--- src/rtl/spec_defer_pkg.sv ---
package spec_defer_pkg;
  localparam int unsigned NUM_COND = 14;
  localparam int unsigned CODE_W   = $clog2(NUM_COND);
  localparam int unsigned NUM_CAT  = 7;

  // qualifier kinds
  localparam int Q_ALWAYS = -1;
  localparam int Q_PAGE   = -2;  // translation + page permit, no category bit

  // category bit indices in dcr
  localparam int K_MISS     = 0;
  localparam int K_PRESENT  = 1;
  localparam int K_KEYMISS  = 2;
  localparam int K_KEYPERM  = 3;
  localparam int K_RIGHTS   = 4;
  localparam int K_ACCESS   = 5;
  localparam int K_DEBUG    = 6;

  typedef struct packed {
    logic               ed;
    logic               ic;
    logic               it;
    logic               page_ed;
    logic               spont;
    logic [NUM_CAT-1:0] cat;
  } ctrl_t;

  function automatic int qual_of(input int c);
    case (c)
      0, 1, 6, 13: return Q_ALWAYS;
      2, 3, 4:     return K_MISS;
      5:           return K_PRESENT;
      7:           return K_KEYMISS;
      8:           return K_KEYPERM;
      9:           return K_RIGHTS;
      10:          return K_ACCESS;
      11:          return K_DEBUG;
      default:     return Q_PAGE;
    endcase
  endfunction
endpackage

--- src/rtl/defer_qualify.sv ---
module defer_qualify
  import spec_defer_pkg::*;
(
  input  ctrl_t               ctrl_i,
  output logic [NUM_COND-1:0] defer_o
);
  logic page_ok;
  logic spont_ok;

  assign page_ok  = ctrl_i.it & ctrl_i.page_ed;
  assign spont_ok = ctrl_i.ic & page_ok & ctrl_i.spont;

  for (genvar i = 0; i < NUM_COND; i++) begin : g_cond
    localparam int Q = qual_of(i);
    if (Q == Q_ALWAYS) begin : g_always
      assign defer_o[i] = 1'b1;
    end else if (Q == Q_PAGE) begin : g_page
      assign defer_o[i] = ~ctrl_i.ic | page_ok | spont_ok;
    end else begin : g_cat
      assign defer_o[i] = ~ctrl_i.ic | (page_ok & ctrl_i.cat[Q]) | spont_ok;
    end
  end
endmodule

--- src/rtl/defer_priority.sv ---
module defer_priority
  import spec_defer_pkg::*;
(
  input  logic [NUM_COND-1:0] pend_i,
  output logic                any_o,
  output logic [CODE_W-1:0]   code_o
);
  always_comb begin
    code_o = '0;
    for (int i = NUM_COND - 1; i >= 0; i--) begin
      if (pend_i[i]) code_o = CODE_W'(i);
    end
  end

  assign any_o = |pend_i;
endmodule

--- src/rtl/spec_defer_unit.sv ---
module spec_defer_unit
  import spec_defer_pkg::*;
(
  input  logic                clk_i,
  input  logic                rst_ni,
  input  logic                valid_i,
  input  logic [NUM_COND-1:0] cond_i,
  input  logic                ed_i,
  input  logic                ic_i,
  input  logic                it_i,
  input  logic                page_ed_i,
  input  logic [NUM_CAT-1:0]  dcr_i,
  input  logic                spont_en_i,
  output logic                nat_wr_o,
  output logic                fault_o,
  output logic [CODE_W-1:0]   fault_code_o,
  output logic                done_o
);
  logic                valid_q;
  logic [NUM_COND-1:0] cond_q;
  ctrl_t               ctrl_q;
  logic [NUM_COND-1:0] defer;
  logic [NUM_COND-1:0] pend;
  logic                any_pend;
  logic [CODE_W-1:0]   sel_code;

  always_ff @(posedge clk_i or negedge rst_ni) begin
    if (!rst_ni) begin
      valid_q <= 1'b0;
      cond_q  <= '0;
      ctrl_q  <= '0;
    end else begin
      valid_q <= valid_i;
      if (valid_i) begin
        cond_q  <= cond_i;
        ctrl_q  <= '{ed: ed_i, ic: ic_i, it: it_i, page_ed: page_ed_i,
                     spont: spont_en_i, cat: dcr_i};
      end
    end
  end

  defer_qualify u_qual (
    .ctrl_i (ctrl_q),
    .defer_o(defer)
  );

  assign pend = cond_q & ~defer;

  defer_priority u_prio (
    .pend_i(pend),
    .any_o (any_pend),
    .code_o(sel_code)
  );

  assign fault_o      = valid_q & ~ctrl_q.ed & any_pend;
  assign nat_wr_o     = valid_q & (ctrl_q.ed | ((|cond_q) & ~any_pend));
  assign done_o       = valid_q & ~ctrl_q.ed & ~(|cond_q);
  assign fault_code_o = fault_o ? sel_code : '0;

  a_r3_one_outcome: assert property (@(posedge clk_i) disable iff (!rst_ni)
    $countones({nat_wr_o, fault_o, done_o}) <= 1);

  a_r2_only_after_strobe: assert property (@(posedge clk_i) disable iff (!rst_ni)
    !$past(valid_i) |-> !(nat_wr_o | fault_o | done_o));

  a_r2_result_after_strobe: assert property (@(posedge clk_i) disable iff (!rst_ni)
    $past(valid_i) |-> (nat_wr_o | fault_o | done_o));

  a_r4_master_nat: assert property (@(posedge clk_i) disable iff (!rst_ni)
    $past(valid_i && ed_i) |-> nat_wr_o);

  a_r5_never_always_code: assert property (@(posedge clk_i) disable iff (!rst_ni)
    fault_o |-> !(fault_code_o inside {4'd0, 4'd1, 4'd6, 4'd13}));

  a_r11_code_pending: assert property (@(posedge clk_i) disable iff (!rst_ni)
    fault_o |-> (pend[fault_code_o] && ((pend & ((14'd1 << fault_code_o) - 14'd1)) == '0)));

  a_r1_code_idle: assert property (@(posedge clk_i) disable iff (!rst_ni)
    !fault_o |-> fault_code_o == '0);
endmodule

--- config.mk ---
export PLATFORM = sky130hd
export DESIGN_NAME = spec_defer_unit
export DESIGN_NICKNAME = d
export VERILOG_FILES = /design/src/rtl/spec_defer_pkg.sv /design/src/rtl/defer_qualify.sv /design/src/rtl/defer_priority.sv /design/src/rtl/spec_defer_unit.sv
export SDC_FILE = /design/constraint.sdc
export NUM_CORES = 1
export LEC_CHECK = 0
export ABC_CLOCK_PERIOD_IN_PS = 2300
export BUFFER_PORTS_ARGS = -buffer_cell sky130_fd_sc_hd__buf_2
export CAP_MARGIN = 0
export CORE_UTILIZATION = 47
export DETAILED_ROUTE_END_ITERATION = 8
export GPL_ROUTABILITY_DRIVEN = 0
export PLACE_DENSITY = 0.84
export SKIP_CTS_REPAIR_TIMING = 1
export SYNTH_ARGS = -nofsm -noshare
export SYNTH_HDL_FRONTEND = slang
export SYNTH_HIERARCHICAL = 1
export SYNTH_SLANG_ARGS = --single-unit
--- constraint.sdc ---
create_clock -name clk_i -period 2.3 [get_ports clk_i]
set_clock_uncertainty 0.05 [all_clocks]
set_input_delay 0.345 -clock clk_i [delete_from_list [all_inputs] [get_ports clk_i]]
set_output_delay 0.345 -clock clk_i [all_outputs]
set_load 0.005 [all_outputs]
==> results of run 1 <==
-- registers in the layout (all words and copies together), names as in the netlist --
register / cells
ctrl_q: 12
valid_q: 1
cond_q: 14
-- final cells by class --
class	count	area (um^2)
clock inverter	1	5.00
tap	31	38.8
fill	222	1060
clock buffer	3	22.5
timing repair buffer	46	260
inverter	4	15.0
multi-input combinational	96	769
sequential	27	677
-- per-stage QoR --
stage / cells / TNS (ps) / area (um^2) / setup WS (ps)
after floorplan: 136 / 0 / 1490 / 14.9
after global placement: 200 / -234 / 1680 / -53.6
after detailed placement: 200 / -777 / 1680 / -156
after CTS: 204 / -3010 / 1710 / -528
after global routing: 208 / -3110 / 1790 / -548
final: 208 / -2530 / 1790 / -444
-- worst paths after layout --
kind	endpoint	slack (ps)	startpoint	cells past startpoint
min in group asynchronous	cond_q[8]$_DFFE_PN0P_	500	rst_ni	2
worst min register to register	ctrl_q[5]$_DFFE_PN0P_	480	ctrl_q[5]$_DFFE_PN0P_	1
worst min-delay path	cond_q[12]$_DFFE_PN0P_	200	cond_i[12]	2
worst max register to register	ctrl_q[10]$_DFFE_PN0P_	1230	ctrl_q[10]$_DFFE_PN0P_	2
max in group asynchronous	ctrl_q[7]$_DFFE_PN0P_	1280	rst_ni	2
worst max-delay path	fault_code_o[2]	-440	ctrl_q[9]$_DFFE_PN0P_	8
-- cell families (layout without fill, tap and decap cells) --
kind of cell    count (synthesis)  in the layout  synth area share (%)
other cells                     1              4                 0.254
mux                            26             26                  19.8
simple gates                   49             49                  21.0
buf+inv                        13             54                  5.94
compound gates                 17             17                  7.13
flops                          27             27                  45.8
-- cells in the mapped netlist --
| cell type | n | area share, % |
|---|---|---|
| o21a_1 | 1 | 0.51 |
| nand2_1 | 3 | 0.76 |
| o22ai_1 | 1 | 0.42 |
| dfrtp_1 | 27 | 46 |
| nor4_1 | 3 | 1.3 |
| buf_2 | 1 | 0.34 |
| inv_1 | 4 | 1.0 |
| o21ai_0 | 2 | 0.68 |
| o21ai_2 | 1 | 0.59 |
| a41oi_1 | 1 | 0.59 |
| nor4_2 | 4 | 3.4 |
| buf_4 | 6 | 3.1 |
| and2_1 | 4 | 1.7 |
| nand3b_1 | 1 | 0.51 |
| nand2b_1 | 1 | 0.42 |
| nor3_1 | 1 | 0.34 |
| o31ai_1 | 1 | 0.51 |
| nand2_2 | 1 | 0.42 |
| nor3b_1 | 1 | 0.51 |
| a221oi_1 | 1 | 0.59 |
| a21oi_1 | 2 | 0.68 |
| conb_1 | 1 | 0.25 |
| or4_4 | 1 | 0.76 |
| o21ai_1 | 6 | 2.0 |
| nor2_1 | 13 | 3.3 |
| nor3b_2 | 2 | 1.7 |
| buf_6 | 2 | 1.5 |
| nor2b_1 | 14 | 5.9 |
| mux2_2 | 26 | 20 |
| a211oi_1 | 1 | 0.51 |
-- worst register-to-register path, stage by stage, from the launching register on --
cell and delay [ps]:
dfrtp_1 490, buf_4 180, mux2_2 250
-- power by group --
| part | internal (mW) | switching (mW) |
|---|---|---|
| Clock | 0.0650 | 0.130 |
| Combinational | 0.155 | 0.128 |
| Sequential | 0.522 | 0.0468 |
| Total | 0.742 | 0.305 |
-- per-layer routing --
metal  up-vias  track usage, %  part of all wire (%)
met3         6            2.23                   3.7
li1        544               -                     -
met4         0            5.78                   1.9
met5         -               0                     0
met1       566            24.8                    42
met2        29            35.5                    52
==> run metrics, run 1 <==
routed wire length=3.14 mm; largest net degree at the start of global routing=28; Max Buffers Root-to-Sink=2; row count=19; synthesized area per cell=11.1 um^2; Max Cap Viol=0; Yosys warning count=6; Core Area=0.00285 mm^2; Seq/Total Area, Yosys=45.8%; post-route ant nets=0; Slew @ Worst Pin=594 ps; worst setup margin=-444 ps; io pins=36; status=complete, but fails checks; Critical Path RT=1900 ps; GRT Util Overall=19.7%; Worst path top cell family by delay=simple AND/OR/NAND/NOR gates; Starting Density=51.7%; Slew Limit Fails=0; CP startpoint kind=flip-flop; worst ir drop on vdd=0.459 mV; Worst-path clk slew=140 ps; Clk Latency, worst-skew pair=310 ps; initial antenna violation count=0; most common cell after layout, fill and taps aside=buf_2; Max FO, Critical Path=8; initial DRC count=22; Antenna diodes=0; DP Wirelength=2.39 mm; WL/cell=15.1 um; CTS H-Tree Depth=1; critical path type=reg2out; fraction of layout instances using a drive strength above 1=51.4%; Final #Nets=207; die area=0.00337 mm^2; Synth Register Bits=27; final period utilization=119%; Critical-path top delay cell=or4_4; Cells after Synth=133; Fin Hold WS=199 ps; synthesized area=0.00148 mm^2; vias in the first global route=1170; RSZ-0062 raised after global routing=yes; relative slew slack=60.4%; Hold WC Path Type=in2reg; first-pass GRT wire length=5.10 mm; min cycle time layout=2740 ps; grt ovf=0; CTS tree=built; CP Buf/Inv Count=1; chip width=58.0 um; fmax=364 MHz; Setup crit end kind=output pin; failing checks=design-rule violations, negative setup slack; router iterations before antenna repair=6; clock sink count=27; leakage=0.792 nW; pwr dens=586 mW/mm^2; # port buffers=35; Die H=58.0 um; Inserted Clock Buffers=3; # setup viols final=6; Netlist cell types=30; vias=1145; Pwr Total=1.05 mW; vias per cell=5.50; max incr delay on CP=530 ps; commonest non-fill, non-tap cells in the layout=35 x buf_2, 26 x mux2_2, 26 x dfrtp_1, 13 x nor2_1, 12 x nor2b_1; DRC viols=1; CTS Root Cell=clkbuf_4; Worst EP arrival=2350 ps; area delta synth->final=21.2%; CP cell instances=nand2_4, o21ai_4, nor2b_2, or4_4, nand3b_1, nor3b_4, and2_1, buf_2; Fin. Hold Viols=0; post-layout util=62.7%
(Power assumes the default switching activity.)
==> run 2, diff against run 1 <==
Settings changed: CORE_UTILIZATION 47 to 46, SYNTH_HIERARCHICAL 1 to default.
==> run 2 against run 1 <==
Die area fell by 4.9%; highest routed layer unchanged; cell count fell by 13%; the flow finishes with violations (negative setup slack); setup slack improved by 370 ps; critical path depth fell by 2; clock-buffer cell count did not move; power fell by 2.5%; largest power group unchanged; sequential power barely moved; sequential share of layout area rose by 3.3 points; critical endpoint is now fault_code_o[1].
==> run metrics, run 2 <==
status=complete, but fails checks; failing checks=negative setup slack; Synth Area in Simple Gates=11.2% (-9.8 points); ranking of synthesized cells by area=dfrtp_1 49%, mux2_2 21%, o211ai_1 3.3%, o211ai_2 1.8%, nand3_1 1.5%; vias per cell=6.00 (+9.0%); final period utilization=103% (-16 points); area leader, netlist=dfrtp_1; # port buffers=35 (unchanged); Max Buffers Root-to-Sink=2 (unchanged); Netlist cell types=36 (+20%); switching part of the total power=29.0% (-0.20 points); fraction of layout instances using a drive strength above 1=57.3% (+5.9 points); Setup crit end kind=output pin; Slew Limit Fails=0 (unchanged); Synthesized Nets=140; worst setup margin=-71.0 ps (+373 ps); Starting Density=49.3% (-2.5 points); Core Area=0.00278 mm^2 (-2.5%); largest family of logic cells by synthesized area=multiplexers; Critical-path top delay cell=dfrtp_2; chip width=56.6 um (-2.5%); largest net degree at the start of global routing=29 (+3.6%); routed wire length=2.79 mm (-11%); R2R Setup Slk=1260 ps (+30 ps); Antenna diodes=0 (unchanged); RSZ-0062 raised after global routing=yes; worst ir drop on vdd=0.480 mV (+4.7%); Synth Area in Compound Gates=15.3% (+8.2 points); Yosys warning count=0 (-6); Clk Latency, worst-skew pair=310 ps (about the same); Hold WC Path Type=in2reg; grt ovf=0 (unchanged); area delta synth->final=20.6%; max incr delay on CP=490 ps (-40 ps); initial antenna violation count=0 (unchanged); Synth Register Bits=27 (unchanged); CTS Root Cell=clkbuf_4; synthesized area=0.00137 mm^2 (-7.1%); post-route ant nets=0 (unchanged); post-layout util=59.4% (-3.3 points); leakage=0.724 nW (-8.6%); DP Wirelength=2.03 mm (-15%); xor/xnor cell area share of the yosys netlist=0% (unchanged); worst slack, placed=304 ps (+460 ps); Sequential Power Share=55.9% (+1.6 points); critical path type=reg2out; clock group share of total power=19.6% (+1.0 points); Max Cap Viol=0 (unchanged); commonest non-fill, non-tap cells in the layout=35 x buf_2, 25 x mux2_2, 23 x dfrtp_1, 6 x o211ai_1, 5 x buf_4; Worst EP arrival=1980 ps (-370 ps); CTS H-Tree Depth=1 (unchanged); most common cell after layout, fill and taps aside=buf_2; number of synthesized flops with an enable pin=0 (unchanged); CP startpoint kind=flip-flop; DRC viols=0 (-1); Worst-path clk slew=140 ps (about the same); Comb pwr share=24.5% (-2.6 points); Fin. Hold Viols=0 (unchanged); vias=1086 (-5.2%); max reg flops=14 (unchanged); Pwr Total=1.02 mW (-2.5%); min cycle time layout=2370 ps (-373 ps); Slew @ Worst Pin=594 ps (-0.500 ps); WL/cell=15.4 um (+2.1%); Die H=56.6 um (-2.5%); CP cell instances=o211ai_1, nand3_1, and4_4, a21oi_4, a21boi_1, buf_2; synthesized area per cell=12.3 um^2 (+11%); pwr dens=618 mW/mm^2 (+5.5%); die area=0.00320 mm^2 (-4.9%); Synth top area share=49.3% (+3.5 points); row count=19 (unchanged); initial DRC count=25 (+14%); Cells after Synth=111 (-17%); first-pass GRT wire length=4.66 mm (-8.5%); router iterations before antenna repair=4 (-2); mux share of post-synthesis cell area=20.5% (+0.70 points); fmax=422 MHz (+16%); CTS tree=built; Max FO, Critical Path=8 (unchanged); Critical Path RT=1900 ps (about the same); relative slew slack=60.4% (about the same); Seq/Total Area, Yosys=49.3% (+3.5 points); FFs w/ async S/R, synth=100% (unchanged); Top reg by flops=cond_q; clock sink count=27 (unchanged); vias in the first global route=1078 (-7.9%); P_int=725 uW (-2.2%); Inserted Clock Buffers=3 (unchanged); GRT Util Overall=18.5% (-1.2 points); Final #Nets=180 (-13%); # setup viols final=4 (-2); most used flip-flop cell after synthesis=dfrtp_1; Commonest cells post-synth=27 x dfrtp_1, 25 x mux2_2, 6 x o211ai_1; switching pwr=296 uW (-3.2%); cell with the most instances after synthesis=dfrtp_1; io pins=36 (unchanged); adder-cell area share of the yosys netlist=0% (unchanged); Regs by FF count=cond_q (14), ctrl_q (12), valid_q (1)
[run 2: stage by stage]
step           instances  TNS, ps  hold slack, ps  area [um^2]
6_report             181     -209             194         1650
5_1_grt              181     -835             179         1650
4_1_cts              174     -295           -35.2         1570
3_5_place_dp         170        0             329         1540
3_3_place_gp         170        0             323         1540
2_1_floorplan        111        0          -0.591         1370
[run 2: worst paths after layout]
check | from | end | cells past startpoint
max in group asynchronous | rst_ni | ctrl_q[9]$_DFFE_PN0P_ | 2
worst max-delay path | ctrl_q[7]$_DFFE_PN0P_ | fault_code_o[1] | 6
worst min register to register | cond_q[13]$_DFFE_PN0P_ | cond_q[13]$_DFFE_PN0P_ | 1
worst max register to register | ctrl_q[10]$_DFFE_PN0P_ | ctrl_q[10]$_DFFE_PN0P_ | 2
worst min-delay path | dcr_i[4] | ctrl_q[4]$_DFFE_PN0P_ | 2
min in group asynchronous | rst_ni | cond_q[3]$_DFFE_PN0P_ | 2
[run 2: critical path: cells and delay by family (launching register included)]
family	cells	cell delay [ps]
flip-flops	1	490
buffers and inverters	1	120
AO/OA/AOI/OAI	3	630
AND/OR/NAND/NOR	2	410
[run 2: layer usage]
layer	up-vias	routed length, um	track usage (%)
li1	504	-	-
met1	538	1150	23.3
met2	33	1490	33.3
met3	11	93	1.84
met4	0	58	5.57
met5	-	0	0
[run 2: kinds of logic (layout without fill, tap and decap cells)]
| family | count (synthesis) | after routing |
|---|---|---|
| buffers and inverters | 8 | 47 |
| AOI/OAI and AO/OA | 24 | 24 |
| DFF | 27 | 27 |
| muxes | 25 | 25 |
| and+or+nand+nor | 27 | 27 |
[run 2: final cells by class]
| type | instances | area (um^2) |
|---|---|---|
| clock buffers | 3 | 22.5 |
| clock inverters | 1 | 5.00 |
| fillers | 215 | 1130 |
| inverters | 1 | 3.75 |
| multi-input cells | 76 | 668 |
| flip-flops and latches | 27 | 681 |
| well taps | 31 | 38.8 |
| repair buffers | 42 | 234 |
[run 2: power groups by stage]
stage                     Combinational, mW  Clock, mW  Sequential [mW]
after floorplan                       0.173          0            0.555
after global placement                0.204          0            0.578
after detailed placement              0.212          0            0.583
after CTS                             0.213      0.209            0.573
after global routing                  0.273      0.223            0.579
final                                 0.250      0.200            0.571
